File: config.mk
export PLATFORM = sky130hd
export DESIGN_NAME = restoring_divider
export DESIGN_NICKNAME = d
export VERILOG_FILES = /design/src/rtl/div_pkg.sv /design/src/rtl/div_precheck.sv /design/src/rtl/div_step.sv /design/src/rtl/div_ctrl.sv /design/src/rtl/restoring_divider.sv
export SDC_FILE = /design/constraint.sdc
export NUM_CORES = 1
export LEC_CHECK = 0
export BUFFER_PORTS_ARGS = -buffer_cell sky130_fd_sc_hd__buf_4
export CORE_MARGIN = 3
export CORE_UTILIZATION = 52
export CTS_BUF_LIST = sky130_fd_sc_hd__clkbuf_8 sky130_fd_sc_hd__clkbuf_16
export DETAILED_ROUTE_END_ITERATION = 10
export PLACE_DENSITY = 0.87
export SETUP_SLACK_MARGIN = 0.15
export SLEW_MARGIN = 5
export SYNTH_ARGS = -nofsm -noshare
export SYNTH_HDL_FRONTEND = slang
export SYNTH_SLANG_ARGS = --single-unit
export TNS_END_PERCENT = 20
File: constraint.sdc
create_clock -name clk -period 2 [get_ports clk]
set_input_delay 0.1 -clock clk [delete_from_list [all_inputs] [get_ports clk]]
set_output_delay 0.1 -clock clk [all_outputs]
set_load 0.005 [all_outputs]
File: src/rtl/div_pkg.sv
// Package: shared types for the restoring divider.
// Assumes: nothing beyond IEEE 1800-2017.
package div_pkg;
    typedef enum logic [0:0] {
        ST_IDLE = 1'b0,
        ST_RUN  = 1'b1
    } div_state_e;
endpackage

File: src/rtl/div_precheck.sv
// Module: div_precheck
// Decides whether an operation can proceed. The quotient fits in W bits only
// when the divisor is nonzero and strictly greater than the upper dividend half.
// Assumes: purely combinational, inputs are the raw operands.
module div_precheck #(
    parameter int W = 4
) (
    input  logic [2*W-1:0] dividend,
    input  logic [W-1:0]   divisor,
    output logic           reject
);
    logic [W-1:0] upper;

    // Pick the half that lands in the partial-remainder register.
    always_comb upper = dividend[2*W-1:W];

    // Refuse on zero divisor or on a quotient that would overflow.
    always_comb reject = (divisor == '0) || (divisor <= upper);
endmodule

File: src/rtl/div_step.sv
// Module: div_step
// One shift-subtract-restore iteration. The bit shifted out of the partial
// remainder is kept, so the trial subtraction runs on W+1 bits.
// Assumes: acc < mdr on entry (guaranteed by the precheck), combinational.
module div_step #(
    parameter int W = 4
) (
    input  logic [W-1:0] acc,
    input  logic [W-1:0] mq,
    input  logic [W-1:0] mdr,
    output logic [W-1:0] acc_nxt,
    output logic [W-1:0] mq_nxt
);
    localparam int EW = W + 1;

    logic [EW-1:0] shifted;
    logic [EW:0]   trial;
    logic          borrow;

    // Shift the working pair left: upper half gains the top bit of mq.
    always_comb shifted = {acc, mq[W-1]};

    // Trial subtraction with one guard bit to expose the borrow.
    always_comb begin
        trial  = {1'b0, shifted} - {2'b00, mdr};
        borrow = trial[EW];
    end

    // Keep the difference or restore, and insert the quotient bit.
    always_comb begin
        acc_nxt = borrow ? shifted[W-1:0] : trial[W-1:0];
        mq_nxt  = {mq[W-2:0], ~borrow};
    end
endmodule

File: src/rtl/div_ctrl.sv
// Module: div_ctrl
// Sequencer: accepts a start when idle, refuses it at once on a precheck
// failure, otherwise runs W step cycles and pulses done.
// Assumes: synchronous active-low reset; W >= 2.
module div_ctrl
    import div_pkg::*;
#(
    parameter int W = 4
) (
    input  logic clk,
    input  logic rst_n,
    input  logic start,
    input  logic reject,
    output logic load,
    output logic step,
    output logic busy,
    output logic done,
    output logic exc
);
    localparam int CW = $clog2(W) + 1;
    localparam logic [CW-1:0] LAST = CW'(W - 1);

    div_state_e    state;
    logic [CW-1:0] cnt;

    // Decode the datapath strobes from state and request.
    always_comb begin
        load = (state == ST_IDLE) && start && !reject;
        step = (state == ST_RUN);
        busy = (state == ST_RUN);
    end

    // State, step counter and the registered done/exception pulses.
    always_ff @(posedge clk) begin
        if (!rst_n) begin
            state <= ST_IDLE;
            cnt   <= '0;
            done  <= 1'b0;
            exc   <= 1'b0;
        end else begin
            done <= 1'b0;
            exc  <= 1'b0;
            case (state)
                ST_IDLE: begin
                    if (start && reject) begin
                        done <= 1'b1;
                        exc  <= 1'b1;
                    end else if (start) begin
                        state <= ST_RUN;
                        cnt   <= '0;
                    end
                end
                ST_RUN: begin
                    cnt <= cnt + 1'b1;
                    if (cnt == LAST) begin
                        state <= ST_IDLE;
                        done  <= 1'b1;
                    end
                end
                default: state <= ST_IDLE;
            endcase
        end
    end

    AST_EXC_NEEDS_DONE: assert property (@(posedge clk) disable iff (!rst_n)
        exc |-> done);
    AST_REFUSE_AT_ONCE: assert property (@(posedge clk) disable iff (!rst_n)
        (state == ST_IDLE && start && reject) |=> (done && exc));
    AST_DONE_PULSE: assert property (@(posedge clk) disable iff (!rst_n)
        done |=> (!done || $past(start)));
endmodule

File: src/rtl/restoring_divider.sv
// Module: restoring_divider (top)
// Unsigned 2W-by-W restoring divider, one quotient bit per clock.
// Holds the working registers and instantiates the precheck, step and control.
// Assumes: operands are stable in the cycle start_i is high.
module restoring_divider #(
    parameter int W = 4
) (
    input  logic           clk,
    input  logic           rst_n,
    input  logic           start_i,
    input  logic [2*W-1:0] dividend_i,
    input  logic [W-1:0]   divisor_i,
    output logic           done_o,
    output logic           exc_o,
    output logic [W-1:0]   quot_o,
    output logic [W-1:0]   rem_o
);
    logic [W-1:0] acc_q, mq_q, mdr_q;
    logic [W-1:0] acc_nxt, mq_nxt;
    logic         reject, load, step, busy;

    div_precheck #(.W(W)) u_check (
        .dividend (dividend_i),
        .divisor  (divisor_i),
        .reject   (reject)
    );

    div_step #(.W(W)) u_step (
        .acc     (acc_q),
        .mq      (mq_q),
        .mdr     (mdr_q),
        .acc_nxt (acc_nxt),
        .mq_nxt  (mq_nxt)
    );

    div_ctrl #(.W(W)) u_ctrl (
        .clk    (clk),
        .rst_n  (rst_n),
        .start  (start_i),
        .reject (reject),
        .load   (load),
        .step   (step),
        .busy   (busy),
        .done   (done_o),
        .exc    (exc_o)
    );

    // Working registers: load the split dividend and divisor, then iterate.
    always_ff @(posedge clk) begin
        if (!rst_n) begin
            acc_q <= '0;
            mq_q  <= '0;
            mdr_q <= '0;
        end else if (load) begin
            acc_q <= dividend_i[2*W-1:W];
            mq_q  <= dividend_i[W-1:0];
            mdr_q <= divisor_i;
        end else if (step) begin
            acc_q <= acc_nxt;
            mq_q  <= mq_nxt;
        end
    end

    // Results are read straight from the working registers.
    always_comb begin
        quot_o = mq_q;
        rem_o  = acc_q;
    end

    AST_ACC_BELOW_MDR: assert property (@(posedge clk) disable iff (!rst_n)
        busy |-> (acc_q < mdr_q));
    AST_MDR_FROZEN: assert property (@(posedge clk) disable iff (!rst_n)
        busy |=> $stable(mdr_q));
    AST_REM_IN_RANGE: assert property (@(posedge clk) disable iff (!rst_n)
        (done_o && !exc_o) |-> (rem_o < mdr_q));
endmodule

==> results.txt, run 1 <==
CTS tree: done
layout cell share with drive strength beyond 1: 0.285
TritonRoute pass-1 iters: 4
CTS clk-pin slew, worst paths: 0.07 ns
Yosys cell types: 34
top post-synthesis cells by area: dfxtp_1 33%, mux2i_1 12%, ha_1 11%
Leak: 0.613 nW
sw frac: 0.306
Gate Count Post-Synth: 125
net count after synthesis: 151
Combinational Power Share: 0.324
synthesized area per cell: 8.77 µm²
Fin. Hold Viols: 0
sequential cell area fraction in the yosys report: 0.329
CTS max path bufs: 2
kind of critical path: flip-flop to flip-flop
core area: 1860 µm²
Hold Slack: 0.113 ns
CTS sink count: 18
global-route wire length before repair: 4170 µm
Critical Path Sink Type: flip-flop
Die H: 51.9 µm
Starting Density: 0.590
asr flop ratio synth: 0
Nets: 178
die width: 51.9 µm
flop-to-flop setup slack: 0.24 ns
status: completed
ANT cells: 0
Port-buffer cells: 24
post-route ant nets: 0
H-tree depth: 1
Synth Flop Type: dfxtp_1
Hold Crit Class: input port to flip-flop
drt wl/cell: 14.4 µm
min cycle time layout: 1.76 ns
num rows: 15
Critical R2R Launch: mdr_q[2]
Seq cells post-synth: 18
R2R depth: 8
TNS Setup: 0 ns
number of enable flip-flop cells after synthesis: 0
RSZ-0062 raised after global routing: no
Worst Tran Pin Value: 0.412 ns
Critical Path Source: mdr_q[2]
Max-cap violations: 0
Vias/cell: 5.43
vias in the first global route: 972
Int Power: 0.000742 W
Warnings, synthesis: 0
largest net degree at the start of global routing: 20
Synth Cell Area: 1100 µm²
Min-Delay Startpoint: divisor_i[3]
die area: 2690 µm²
remaining global-route overflow: 0
relative slew slack: 0.725
clock latency on the worst-skew pair: 0.26 ns
Synth-to-Final Area Change: 25.5%
Net Sw Power: 0.000327 W
via count: 956
Yosys top cell area share: 0.329
DRC errors left: 0
DRC marker count from the first detailed-route iteration: 22
fillers: 132
max frequency: 569 MHz
Hold Path Depth: 3
routed wire length: 2530 µm
Max VDD drop: 0.704 mV
area occupied by multi-input gates: 673 µm²
Critical Path Source Type: flip-flop
Final period util: 0.879
Routability Congestion: 0.774
fin. max-slew vios: 0
HPWL Detailed: 1900 µm
initial antenna violation count: 0
Critical Path RT: 2.14 ns
clk_skew: 0.00215 ns
Sequential Power Share: 0.392
CP max FO: 3
WP data arrival: 1.90 ns
area leader, netlist: dfxtp_1
Worst R2R End: rem_o[1]
root buf cell: clkbuf_8
CTS buffer count: 3
Ports: 25
GRT Resource Usage Total: 0.209
Clock power frac: 0.284
post-CTS setup buffers: 0
pwr dens: 777 nW/µm²
WHS Endpoint: mdr_q[3]
count of final setup violators: 0
FF/Latch Area: 360 µm²
Final Util: 0.740
registers in the layout, indices dropped and copies added (netlist names):
signal / cells
mdr_q: 4
quot_o: 4
rem_o: 4
u_ctrl.busy: 1
u_ctrl.cnt: 3
u_ctrl.done: 1
u_ctrl.exc: 1
power by group through the flow:
| stage | sequential (W) | clock (W) | combinational, W |
|---|---|---|---|
| floorplan | 0.000425 | 0 | 0.000202 |
| global placement | 0.000424 | 0 | 0.000305 |
| detailed placement | 0.000426 | 0 | 0.000321 |
| CTS | 0.000418 | 0.000311 | 0.000334 |
| global route | 0.000423 | 0.000322 | 0.000381 |
| finish | 0.000419 | 0.000303 | 0.000346 |
Yosys cell counts (all sizes together) (3+ instances only):
master   n
inv     12
o21a     3
clkbuf   5
o21ai    6
dfxtp   18
nor2    12
a21oi    8
nand2b   3
ha      10
mux2i   13
nand2   11
a211oi   3
cells in the final DEF, fill, tap and decap left out:
cell type / instances
a2111oi_0: 1
a211oi_1: 2
a211oi_2: 1
a21oi_1: 6
a21oi_2: 2
and2_2: 1
and2b_2: 1
buf_4: 28
clkbuf_8: 4
dfxtp_1: 18
fa_1: 1
ha_1: 10
inv_1: 12
mux2_2: 1
mux2_4: 1
mux2i_1: 13
nand2_1: 11
nand2b_1: 3
nand3_1: 1
nand3_2: 1
nand3b_1: 1
nand4_1: 1
nor2_1: 12
nor3_1: 1
nor3_2: 1
nor3b_1: 1
nor4_1: 1
o211a_1: 1
o211ai_1: 1
o21a_1: 3
o21ai_0: 5
o21ai_2: 1
o311ai_0: 1
or3_1: 1
or4_4: 1
xor2_1: 1
critical path, stage by stage, from the launching register on:
cell and delay (ns):
dfxtp_1 0.33, inv_1 0.04, ha_1 0.34, o21ai_2 0.19
a21oi_2 0.07, nor3_2 0.24, buf_4 0.17, mux2i_1 0.18
a211oi_1 0.09
through the flow:
step,area (µm²),worst slack (ns),std cells,power (W)
final,1380,0.242,176,0.00107
after global routing,1380,0.154,176,0.00113
after CTS,1370,0.240,176,0.00106
after detailed placement,1310,0.212,172,0.000747
after global placement,1310,0.280,172,0.000729
after floorplan,1100,0.308,125,0.000628
how the worst max path moves through the flow:
stage                     endpoint  slack (ns)  cells past startpoint
after floorplan           rem_o[2]        0.31                      6
after global placement    rem_o[1]        0.28                      8
after detailed placement  rem_o[1]        0.21                      8
after CTS                 rem_o[1]        0.24                      8
after global routing      rem_o[0]        0.15                      8
final                     rem_o[1]        0.24                      8
what timing repair did:
item | 4_1_cts | 5_1_grt
hold buffers | 0 | 0
pin swaps | 0 | 1
endpoints found under the hold margin | 0 | 0
endpoints found under the setup margin | 3 | 2
gates resized for setup | 2 | 2
metal layers:
layer | GRT usage | up-vias | part of all wire
li1 | - | 481 | -
met1 | 0.242 | 453 | 0.44
met2 | 0.356 | 16 | 0.50
met3 | 0.0458 | 6 | 0.032
met4 | 0.109 | 0 | 0.025
met5 | 0 | - | 0
cell families (layout without fill, tap and decap cells):
kind of cell | Yosys count | in the layout | synth area share
and+or+nand+nor | 38 | 38 | 0.175
adders and majority gates | 11 | 11 | 0.132
muxes | 15 | 15 | 0.143
buffers and inverters | 18 | 44 | 0.0685
DFF | 18 | 18 | 0.329
AOI/OAI and AO/OA | 24 | 24 | 0.145
xor gates and xnor gates | 1 | 1 | 0.00799
cell type report:
class | instances | area share
Multi-Input combinational cell | 89 | 0.490
Tap cell | 25 | 0.0227
Inverter | 12 | 0.0328
Clock buffer | 4 | 0.0400
Sequential cell | 18 | 0.262
Timing Repair Buffer | 28 | 0.153
Note: power is estimated with default switching activity, not from simulation.
==> inputs of run 2 (changes only) <==
PLACE_DENSITY = default   (was 0.87)
PLACE_DENSITY_LB_ADDON = 0.2   (was default)
==> results.txt, run 2 (synthesis results as in run 1) <==
WP data arrival: 1.82 ns (was 1.90 ns)
post-CTS setup buffers: 0 (unchanged)
commonest non-fill, non-tap cell in the layout: buf_4 (unchanged)
Placed Instances: 171 (was 172)
max frequency: 598 MHz (was 569 MHz)
DRC marker count from the first detailed-route iteration: 8 (was 22)
Combinational Power Share: 0.309 (was 0.324)
sw frac: 0.293 (was 0.306)
commonest cells after routing, fill and taps aside: 27 x buf_4, 18 x dfxtp_1, 13 x mux2i_1 (was 28 x buf_4, 18 x dfxtp_1, 13 x mux2i_1)
layout cell share with drive strength beyond 1: 0.260 (was 0.285)
initial antenna violation count: 0 (unchanged)
Routability Congestion: 0.824 (was 0.774)
Ports: 25 (unchanged)
core area: 1860 µm² (unchanged)
Worst Tran Pin Value: 0.414 ns (was 0.412 ns)
HPWL Detailed: 1950 µm (was 1900 µm)
relative slew slack: 0.724 (was 0.725)
Max VDD drop: 0.602 mV (was 0.704 mV)
via count: 949 (was 956)
Nets: 177 (was 178)
Final period util: 0.836 (was 0.879)
global-route wire length before repair: 3880 µm (was 4170 µm)
worst path cell trace: inv_1 -> ha_1 -> o21ai_0 -> a21oi_1 -> nor3_1 -> buf_4 -> mux2i_1 -> a211oi_2 (was inv_1 -> ha_1 -> o21ai_2 -> a21oi_2 -> nor3_2 -> buf_4 -> mux2i_1 -> a211oi_1)
RSZ-0062 raised after global routing: no (unchanged)
TritonRoute pass-1 iters: 4 (unchanged)
clock latency on the worst-skew pair: 0.25 ns (was 0.26 ns)
CP max FO: 3 (unchanged)
Die H: 51.9 µm (unchanged)
fillers: 147 (was 132)
Fin. Hold Viols: 0 (unchanged)
largest net degree at the start of global routing: 20 (unchanged)
CTS tree: done (unchanged)
met2 Use GR: 0.377 (was 0.356)
Hold Slack: 0.123 ns (was 0.113 ns)
DRC errors left: 0 (unchanged)
vias in the first global route: 920 (was 972)
CTS resizes: 0 (was 2)
TNS Setup: 0 ns (unchanged)
Sequential Power Share: 0.405 (was 0.392)
Int Power: 0.000731 W (was 0.000742 W)
fin. max-slew vios: 0 (unchanged)
routed wire length: 2400 µm (was 2530 µm)
Placement Setup Slack: 0.229 ns (was 0.212 ns)
CTS clk-pin slew, worst paths: 0.07 ns (about the same)
die width: 51.9 µm (unchanged)
ANT cells: 0 (unchanged)
Critical Path Sink Type: flip-flop (unchanged)
min cycle time layout: 1.67 ns (was 1.76 ns)
Net Sw Power: 0.000303 W (was 0.000327 W)
Critical Path Source Type: flip-flop (unchanged)
Hold-fix buffers, CTS: 0 (unchanged)
H-tree depth: 1 (unchanged)
GRT Resource Usage Total: 0.199 (was 0.209)
Synth-to-Final Area Change: 23.6% (was 25.5%)
Vias/cell: 5.42 (was 5.43)
die area: 2690 µm² (unchanged)
Port-buffer cells: 24 (unchanged)
Max-cap violations: 0 (unchanged)
CTS max path bufs: 2 (unchanged)
drt wl/cell: 13.7 µm (was 14.4 µm)
status: completed (unchanged)
M1 GR Usage: 0.210 (was 0.242)
kind of critical path: flip-flop to flip-flop (unchanged)
Critical Path RT: 2.14 ns (about the same)
clk_skew: 0.00300 ns (was 0.00215 ns)
met3 usage: 0.0344 (was 0.0458)
Starting Density: 0.590 (unchanged)
root buf cell: clkbuf_8 (unchanged)
num rows: 15 (unchanged)
count of final setup violators: 0 (unchanged)
critical path's slowest cell: dfxtp_1 (was ha_1)
Finished Layout Cells: 175 (was 176)
CTS sink count: 18 (unchanged)
post-route ant nets: 0 (unchanged)
CTS buffer count: 3 (unchanged)
Leak: 0.605 nW (was 0.613 nW)
pwr dens: 764 nW/µm² (was 777 nW/µm²)
Clock power frac: 0.287 (was 0.284)
remaining global-route overflow: 0 (unchanged)
busiest metal layer after global routing: met2 (unchanged)
final setup margin: 0.328 ns (was 0.242 ns)
largest stage delay on the critical path: 0.33 ns (was 0.34 ns)
Hold Crit Class: input port to flip-flop (unchanged)
run 2: changes by cell type in the layout (fill, tap and decap cells not counted):
cell     change
nor3_2       -1
o21ai_2      -1
a21oi_2      -1
buf_4        -1
o21ai_0      +1
a21oi_1      +1
nor3_1       +1
run 2: final cells by class:
class / count / area, µm² / share of cell area
Clock buffer: 4 / 55.1 / 0.0406
Multi-Input combinational cell: 89 / 661 / 0.488
Timing Repair Buffer: 27 / 203 / 0.150
Tap cell: 25 / 31.3 / 0.0231
Inverter: 12 / 45.0 / 0.0332
Sequential cell: 18 / 360 / 0.266
run 2: final timing paths:
kind           startpoint       end  slack, ns  cells after the start
min reg2reg      mdr_q[2]  mdr_q[2]       0.47                      2
min          divisor_i[1]  mdr_q[1]       0.12                      3
max reg2reg      mdr_q[2]  rem_o[2]       0.33                      8
max              mdr_q[2]  rem_o[2]       0.33                      8
run 2: critical path: cells and delay by family, from the launching register on:
kind | cells | cell delay [ns]
buffers and inverters | 2 | 0.23
multiplexers | 1 | 0.22
AO/OA/AOI/OAI | 3 | 0.32
AND/OR/NAND/NOR | 1 | 0.15
adder cells (fa/ha/maj) | 1 | 0.31
flip-flops | 1 | 0.33
run 2: per-layer routing:
layer / up-vias / part of all wire / routed length [µm]
li1: 482 / - / -
met1: 445 / 0.43 / 1030
met2: 17 / 0.52 / 1240
met3: 5 / 0.037 / 88
met4: 0 / 0.018 / 44
met5: - / 0 / 0
run 2: power groups by stage:
stage / registers [W] / clock network, W / logic (W)
4_1_cts: 0.000419 / 0.000307 / 0.000321
6_report: 0.000419 / 0.000297 / 0.000319
5_1_grt: 0.000423 / 0.000321 / 0.000353
3_5_place_dp: 0.000426 / 0 / 0.000319
2_1_floorplan: 0.000425 / 0 / 0.000202
3_3_place_gp: 0.000425 / 0 / 0.000306
run 2: stage by stage:
stage	power, W	area (µm²)	util
final	0.00103	1360	0.729
after global placement	0.000731	1300	0.700
after floorplan	0.000628	1100	-
after CTS	0.00105	1360	0.729
after detailed placement	0.000745	1300	0.700
after global routing	0.00110	1360	0.729
